### src/rtl/dual_stream_sync_start.sv
module dual_stream_sync_start #(
  parameter int DW = 16,
  parameter int FW = 8
) (
  input  logic          clk,
  input  logic          rst_n,
  input  logic [1:0]    ctrl,
  input  logic [FW-1:0] factor_a,
  input  logic [FW-1:0] factor_b,
  input  logic          a_valid,
  input  logic [DW-1:0] a_data,
  output logic          a_rd_en,
  input  logic          b_valid,
  input  logic [DW-1:0] b_data,
  output logic          b_rd_en,
  output logic [DW-1:0] a_out,
  output logic          a_strobe,
  output logic [DW-1:0] b_out,
  output logic          b_strobe
);
  localparam int CH = 2;

  wire suspend = ctrl[0];
  wire sync_en = ctrl[1];

  logic [FW-1:0] fac [CH];
  logic [FW-1:0] last [CH];
  logic [FW-1:0] cnt [CH];
  logic [DW-1:0] din [CH];
  logic [DW-1:0] pend [CH];
  logic [DW-1:0] dout [CH];
  logic [CH-1:0] vin, have, run, strb, rd, rel;

  assign fac[0] = factor_a;
  assign fac[1] = factor_b;
  assign din[0] = a_data;
  assign din[1] = b_data;
  assign vin    = {b_valid, a_valid};

  always_comb begin
    for (int i = 0; i < CH; i++) begin
      last[i] = (fac[i] == '0) ? '0 : fac[i] - 1'b1;
      rd[i]   = !suspend && (run[i] ? (cnt[i] == last[i]) : !have[i]);
      rel[i]  = !suspend && !run[i] && (sync_en ? &have : have[i]);
    end
  end

  always_ff @(posedge clk) begin
    if (!rst_n) begin
      run  <= '0;
      have <= '0;
      strb <= '0;
      for (int i = 0; i < CH; i++) begin
        cnt[i]  <= '0;
        pend[i] <= '0;
        dout[i] <= '0;
      end
    end else begin
      for (int i = 0; i < CH; i++) begin
        strb[i] <= 1'b0;
        if (suspend) begin
          run[i]  <= 1'b0;
          have[i] <= 1'b0;
          cnt[i]  <= '0;
        end else if (rel[i]) begin
          run[i]  <= 1'b1;
          have[i] <= 1'b0;
          cnt[i]  <= '0;
          dout[i] <= pend[i];
          strb[i] <= 1'b1;
        end else if (run[i]) begin
          if (cnt[i] == last[i]) begin
            cnt[i] <= '0;
            if (vin[i]) begin
              dout[i] <= din[i];
              strb[i] <= 1'b1;
            end
          end else begin
            cnt[i] <= cnt[i] + 1'b1;
          end
        end else if (rd[i] && vin[i]) begin
          pend[i] <= din[i];
          have[i] <= 1'b1;
        end
      end
    end
  end

  assign a_rd_en  = rd[0];
  assign b_rd_en  = rd[1];
  assign a_out    = dout[0];
  assign b_out    = dout[1];
  assign a_strobe = strb[0];
  assign b_strobe = strb[1];

  a_r2_pause_quiet: assert property (@(posedge clk) disable iff (!rst_n)
    suspend |=> (!a_strobe && !b_strobe));
  a_r4_joint_launch: assert property (@(posedge clk) disable iff (!rst_n)
    ($rose(run[0]) && $past(sync_en && !suspend)) |-> $rose(run[1]));
  a_r3_accept_needs_request: assert property (@(posedge clk) disable iff (!rst_n)
    $rose(have[0]) |-> $past(a_rd_en && a_valid));
  a_r5_strobe_only_running: assert property (@(posedge clk) disable iff (!rst_n)
    (a_strobe || b_strobe) |-> ((!a_strobe || run[0]) && (!b_strobe || run[1])));
  a_r10_hold_a: assert property (@(posedge clk) disable iff (!rst_n)
    !a_strobe |-> $stable(a_out));
  a_r10_hold_b: assert property (@(posedge clk) disable iff (!rst_n)
    !b_strobe |-> $stable(b_out));
endmodule

### config.mk
export PLATFORM = sky130hd
export DESIGN_NAME = dual_stream_sync_start
export DESIGN_NICKNAME = d
export VERILOG_FILES = /design/src/rtl/dual_stream_sync_start.sv
export SDC_FILE = /design/constraint.sdc
export NUM_CORES = 1
export LEC_CHECK = 0
export ABC_AREA = 1
export BUFFER_PORTS_ARGS = -buffer_cell sky130_fd_sc_hd__buf_2
export CORE_MARGIN = 5
export CORE_UTILIZATION = 40
export DETAILED_ROUTE_END_ITERATION = 6
export PLACE_DENSITY = 0.66
export SYNTH_ARGS = -nofsm -noshare
export SYNTH_HDL_FRONTEND = slang
export SYNTH_SLANG_ARGS = --single-unit
### constraint.sdc
create_clock -name clk -period 7.4 [get_ports clk]
set_input_delay 1.48 -clock clk [delete_from_list [all_inputs] [get_ports clk]]
set_output_delay 1.48 -clock clk [all_outputs]
set_load 0.1 [all_outputs]
== Word-level counts from Yosys, hierarchy flattened ==
Memories as Yosys holds them, arrays and structs flattened.
Index checks and enable logic that the tools add are counted.

* Register bits after elaboration: 6
* Bits of input ports: 54
* Output and inout bits: 36
* Bits in writable memories: 80
* Memories: 3

{| class="wikitable"
|+ Memories
! memory !! depth !! bits a word !! read ports !! clocked after Yosys merged registers in !! write ports !! RTL line !! source
|-
| dout || 2 || 16 || 2 || 0 || 2 || 31 || <nowiki>logic [DW-1:0] dout [CH];</nowiki>
|-
| pend || 2 || 16 || 2 || 0 || 2 || 30 || <nowiki>logic [DW-1:0] pend [CH];</nowiki>
|-
| cnt || 2 || 8 || 2 || 0 || 2 || 28 || <nowiki>logic [FW-1:0] cnt [CH];</nowiki>
|}

* Add/subtract/negate cells: 4
* Reduce and logical (&&, ||, !) cells: 21
* Multiplexer cells: 84
* Equal/unequal tests: 2
* Bitwise operators: 17

{| class="wikitable"
|+ Operators by type and width
! kind !! number
|-
| $mux 16 || 6
|-
| $mux 8 || 10
|-
| $mux 1 || 68
|-
| $add 8x1->8 const B || 2
|-
| $eq 8x8->1 || 2
|-
| $logic_not 8->1 || 2
|-
| $sub 8x1->8 const B || 2
|-
| $or 1x1->1 || 14
|-
| $logic_and 1x1->1 || 8
|-
| $reduce_and 2->1 || 3
|-
| $reduce_or 3->1 || 2
|-
| $logic_not 1->1 || 5
|-
| $not 1->1 || 3
|-
| $reduce_or 2->1 || 1
|}

== Logic depth before layout (Yosys ltp) ==
* Word-level depth: 13
* Gate-level depth with buffers: 19
* Gate-level depth less buffers: 18

== Worst setup path after synthesis ==
Ideal clock, no wire load.

* Path type: in2out
* From: input factor_b[0]
* To: output b_rd_en
* Buffers on the path: 0
* Setup slack: 1.234 ns
* Data required time: 5.920 ns
* Cell stages on the path: 12
* Data arrival time: 4.686 ns
* Path through: inv_1 ha_1 nand2_2 nor2_2 nand2_4 nand3b_1 nand2_1 nor2_1 nand2_2 nor2_4 nor2_1 nor3_1

* Longest elaborated chain between the ends: 5

{| class="wikitable"
|+ RTL lines
! item !! RTL line !! source
|-
| start, declared || 9 || <nowiki>input logic [FW-1:0] factor_b,</nowiki>
|-
| $sub 8x1->8 / $logic_not 8->1 (equally long branches) || 42 || <nowiki>last[i] = (fac[i] == '0) ? '0 : fac[i] - 1'b1;</nowiki>
|-
| $mux 8 (*) || 42 ||
|-
| $eq 8x8->1 (*) || 43 || <nowiki>rd[i] = !suspend && (run[i] ? (cnt[i] == last[i]) : !have[i]);</nowiki>
|-
| $mux 1 (*) || 43 ||
|-
| $logic_and 1x1->1 (*) || 43 ||
|-
| end, declared || 15 || <nowiki>output logic b_rd_en,</nowiki>
|}

Every way passes the cells marked *; elsewhere a longest branch is shown, timed or not.

== Final worst setup path ==
Ends and elaborated chain as after synthesis.

==> impl_metrics.py <==
metrics = {
    "timing": {
        "final-max-slew-violation-count": 0,
        "setup_tns_ns": 0,
        "relSlewSlack": 0.420,
        "min_period_ns": 5.04,
        "max_freq_ghz": 0.199,
        "tightest_slew_ns": 0.870,
        "finalHoldViolCount": 0,
        "worst_slack_ns": 2.36,
        "setup_viol": 0,
        "rsz0062_at_grt": "false",
        "fin_skew_ns": 0.00881,
        "min_period_over_period": 0.681,
    },
    "final_layout": {
        "antenna_cells": 0,
        "nets": 761,
        "stdcell_count": 876,
        "area_growth_pct": 17.0,
        "postLayoutCellArea_mm2": 0.00584,
        "drive_gt1_frac": 0.201,
    },
    "detailed_routing": {
        "finalWirelength_um": 11200,
        "vias": 4131,
        "drt_iter0_drc": 330,
        "via_per_inst": 4.72,
        "dr.pass1.iters": 5,
        "wl_per_cell_um": 12.7,
        "ant_nets": 0,
        "drc": 0,
    },
    "global_route": {
        "grt_overflow": 0,
        "grt_pass1_wl_um": 18300,
        "antenna_found_initial": 0,
        "grt_max_degree": 33,
        "first_global_vias": 3912,
        "grt_usage": 0.153,
    },
    "synthesis": {
        "synth_top_family_by_area": "simple AND/OR/NAND/NOR gates",
        "synth-simple-area-share": 0.340,
        "synthCells": 615,
        "yosys.area_share.xor_xnor": 0.0158,
        "ys_types": 32,
        "synthesis.nets": 673,
        "yosysSeqAreaShare": 0.505,
        "yosys_warnings": 0,
        "netlist_area_mm2": 0.00499,
        "synth_fa_ha_area_frac": 0.0100,
        "muxShareOfSynthArea": 0,
        "avgSynthCellArea_um2": 8.12,
        "synth-compound-area-share": 0.0206,
        "synth_seq_cells": 86,
    },
    "floorplan": {
        "die_w_um": 122,
        "die_h_um": 122,
        "start_util": 0.412,
        "pin_count": 90,
        "rows": 40,
        "core_area_mm2": 0.0121,
        "die_area_mm2": 0.0148,
    },
    "placed_design": {
        "dp_hpwl_um": 8130,
        "routabilityCongestion": 0.841,
        "numPortBuffers": 89,
        "place_area_mm2": 0.00555,
        "placed_cells": 860,
        "dp_slack_ns": 2.39,
    },
    "critical_path": {
        "cp_num_buf_inv": 3,
        "startpoint_type": "primary input",
        "reg2reg_from": "run[0]",
        "path_cells": "buf_2 > inv_1 > ha_1 > nand2_2 > nor2_2 > nand2_4 > nand3b_1 > nand2_1 > nor2_2 > nand2_2 > nor2_4 > nor2_1 > nor3_1 > buf_2",
        "cp_max_fo": 9,
        "path_depth": 14,
        "cp.arrival_ns": 3.56,
        "ff2ff_path_depth": 7,
        "slowest_stage": "buf_2",
        "required_ns": 5.92,
        "cp_top_family": "simple AND/OR/NAND/NOR gates",
        "end_kind": "output pin",
        "critPathLaunch": "factor_b[0]",
        "cp_slowest_stage_delay_ns": 0.47,
        "crit_type": "primary input to output pin",
    },
    "clock_tree": {
        "cts_root_buf": "clkbuf_16",
        "clockBufferDepth": 2,
        "worstSkewPairLatency_ns": 0.33,
        "numCtsBuffers": 9,
        "clock-sinks": 86,
        "cts_tree": "done",
        "htree_levels": 3,
        "postCtsSetupRepairBufs": 0,
        "holdBufCountCts": 0,
        "cts_resized": 0,
        "path_clk_slew_ns": 0.06,
    },
    "worst_hold_path": {
        "hp-class": "flop to flop",
        "hold_path_depth": 2,
        "hp-start": "have[0]",
    },
    "pwr": {
        "irDropWorstVdd_mv": 0.117,
        "leakage_nw": 3.04,
        "finalPower_mw": 1.20,
        "p_per_area_mw_per_mm2": 205,
    },
    "outcome": {
        "status": "finished clean",
    },
    "job": {
        "maxCapViolations": 0,
    },
}
power by group:
| part | switching [mW] | internal (mW) |
|---|---|---|
| clock network | 0.180 | 0.258 |
| logic | 0.144 | 0.0438 |
| registers | 0.0103 | 0.560 |
cells by family after synthesis:
kind of cell / Yosys count
AOI/OAI and AO/OA: 18
xor gates and xnor gates: 9
buffers and inverters: 129
and+or+nand+nor: 369
adders and majority gates: 4
DFF: 86
flip-flops by register name, summed over array words and instances, names as in the netlist:
| name | flops |
|---|---|
| cnt | 16 |
| dout | 32 |
| have | 2 |
| run | 2 |
| pend | 32 |
| strb | 2 |
cells in the final DEF (no fill, tap or decap), types with 2 or more instances in the layout:
cell type,instances
nand2_2,6
o21ai_0,5
nand3_4,2
o21a_1,3
inv_1,108
nor2_2,12
inv_2,7
buf_2,89
xor2_1,8
nand3b_1,4
nand4_1,27
nand3_2,3
edfxtp_1,80
nand3_1,37
o21ai_1,3
a21oi_1,5
dfxtp_1,6
nor2_4,4
nor3_1,8
clkbuf_16,9
ha_1,4
nor2_1,71
nand2_1,190
clkinvlp_4,2
clkinv_1,4
nand2_4,3
tightest hold or removal path: stages (launching register included):
cell	delay, ns
dfxtp_1	0.33
inv_1	0.08
a211oi_1	0.06
cells in the mapped netlist:
cell type  count  area, um2
nand3_4        2       35.0
a211oi_1       1       7.51
o21a_1         3       22.5
nand2_4        3       33.8
buf_6          7       78.8
nand2_1      190        713
ha_1           4       50.1
o211ai_1       1       7.51
nor3_1         8       40.0
nor3_4         1       16.3
nand2_2        6       37.5
xor2_1         8       70.1
nand3_1       37        185
nand4_1       27        169
nand4_4        1       21.3
inv_1        108        405
nand3_2        3       30.0
clkinv_1       1       3.75
nor2_2        12       75.1
edfxtp_1      80       2400
a21oi_1        5       25.0
inv_2          7       26.3
buf_1          3       11.3
o21ai_0        5       25.0
nor2_1        71        267
nand3b_1       4       30.0
clkbuf_1       2       7.51
nor2_4         4       45.0
xnor2_1        1       8.76
o21ai_1        3       15.0
buf_4          1       7.51
dfxtp_1        6        120
through the flow:
| step | hold slack (ns) | util |
|---|---|---|
| CTS | 0.516 | 0.482 |
| floorplan | 0.468 | - |
| global placement | 0.487 | 0.458 |
| detailed placement | 0.501 | 0.458 |
| finish | 0.521 | 0.482 |
| global route | 0.524 | 0.482 |
worst paths after layout:
check / endpoint / slack [ns]
worst min-delay path: have[0] / 0.52
worst max-delay path: b_rd_en / 2.36
worst max register to register: dout[0][14] / 4.49
worst min register to register: have[0] / 0.52
final cells by class:
class | instances | area [um2]
Timing Repair Buffer | 90 | 453
Fill cell | 1214 | 6270
Clock inverter | 7 | 65.1
Sequential cell | 86 | 2520
Inverter | 116 | 435
Clock buffer | 9 | 225
Multi-Input combinational cell | 400 | 1930
Tap cell | 168 | 210
routing by layer:
layer,GRT usage,part of all wire,up-vias
li1,-,-,2131
met1,0.199,0.45,1870
met2,0.253,0.47,118
met3,0.0367,0.064,12
met4,0.0511,0.013,0
met5,0,0,-
Power figures use the tool's default switching activity.
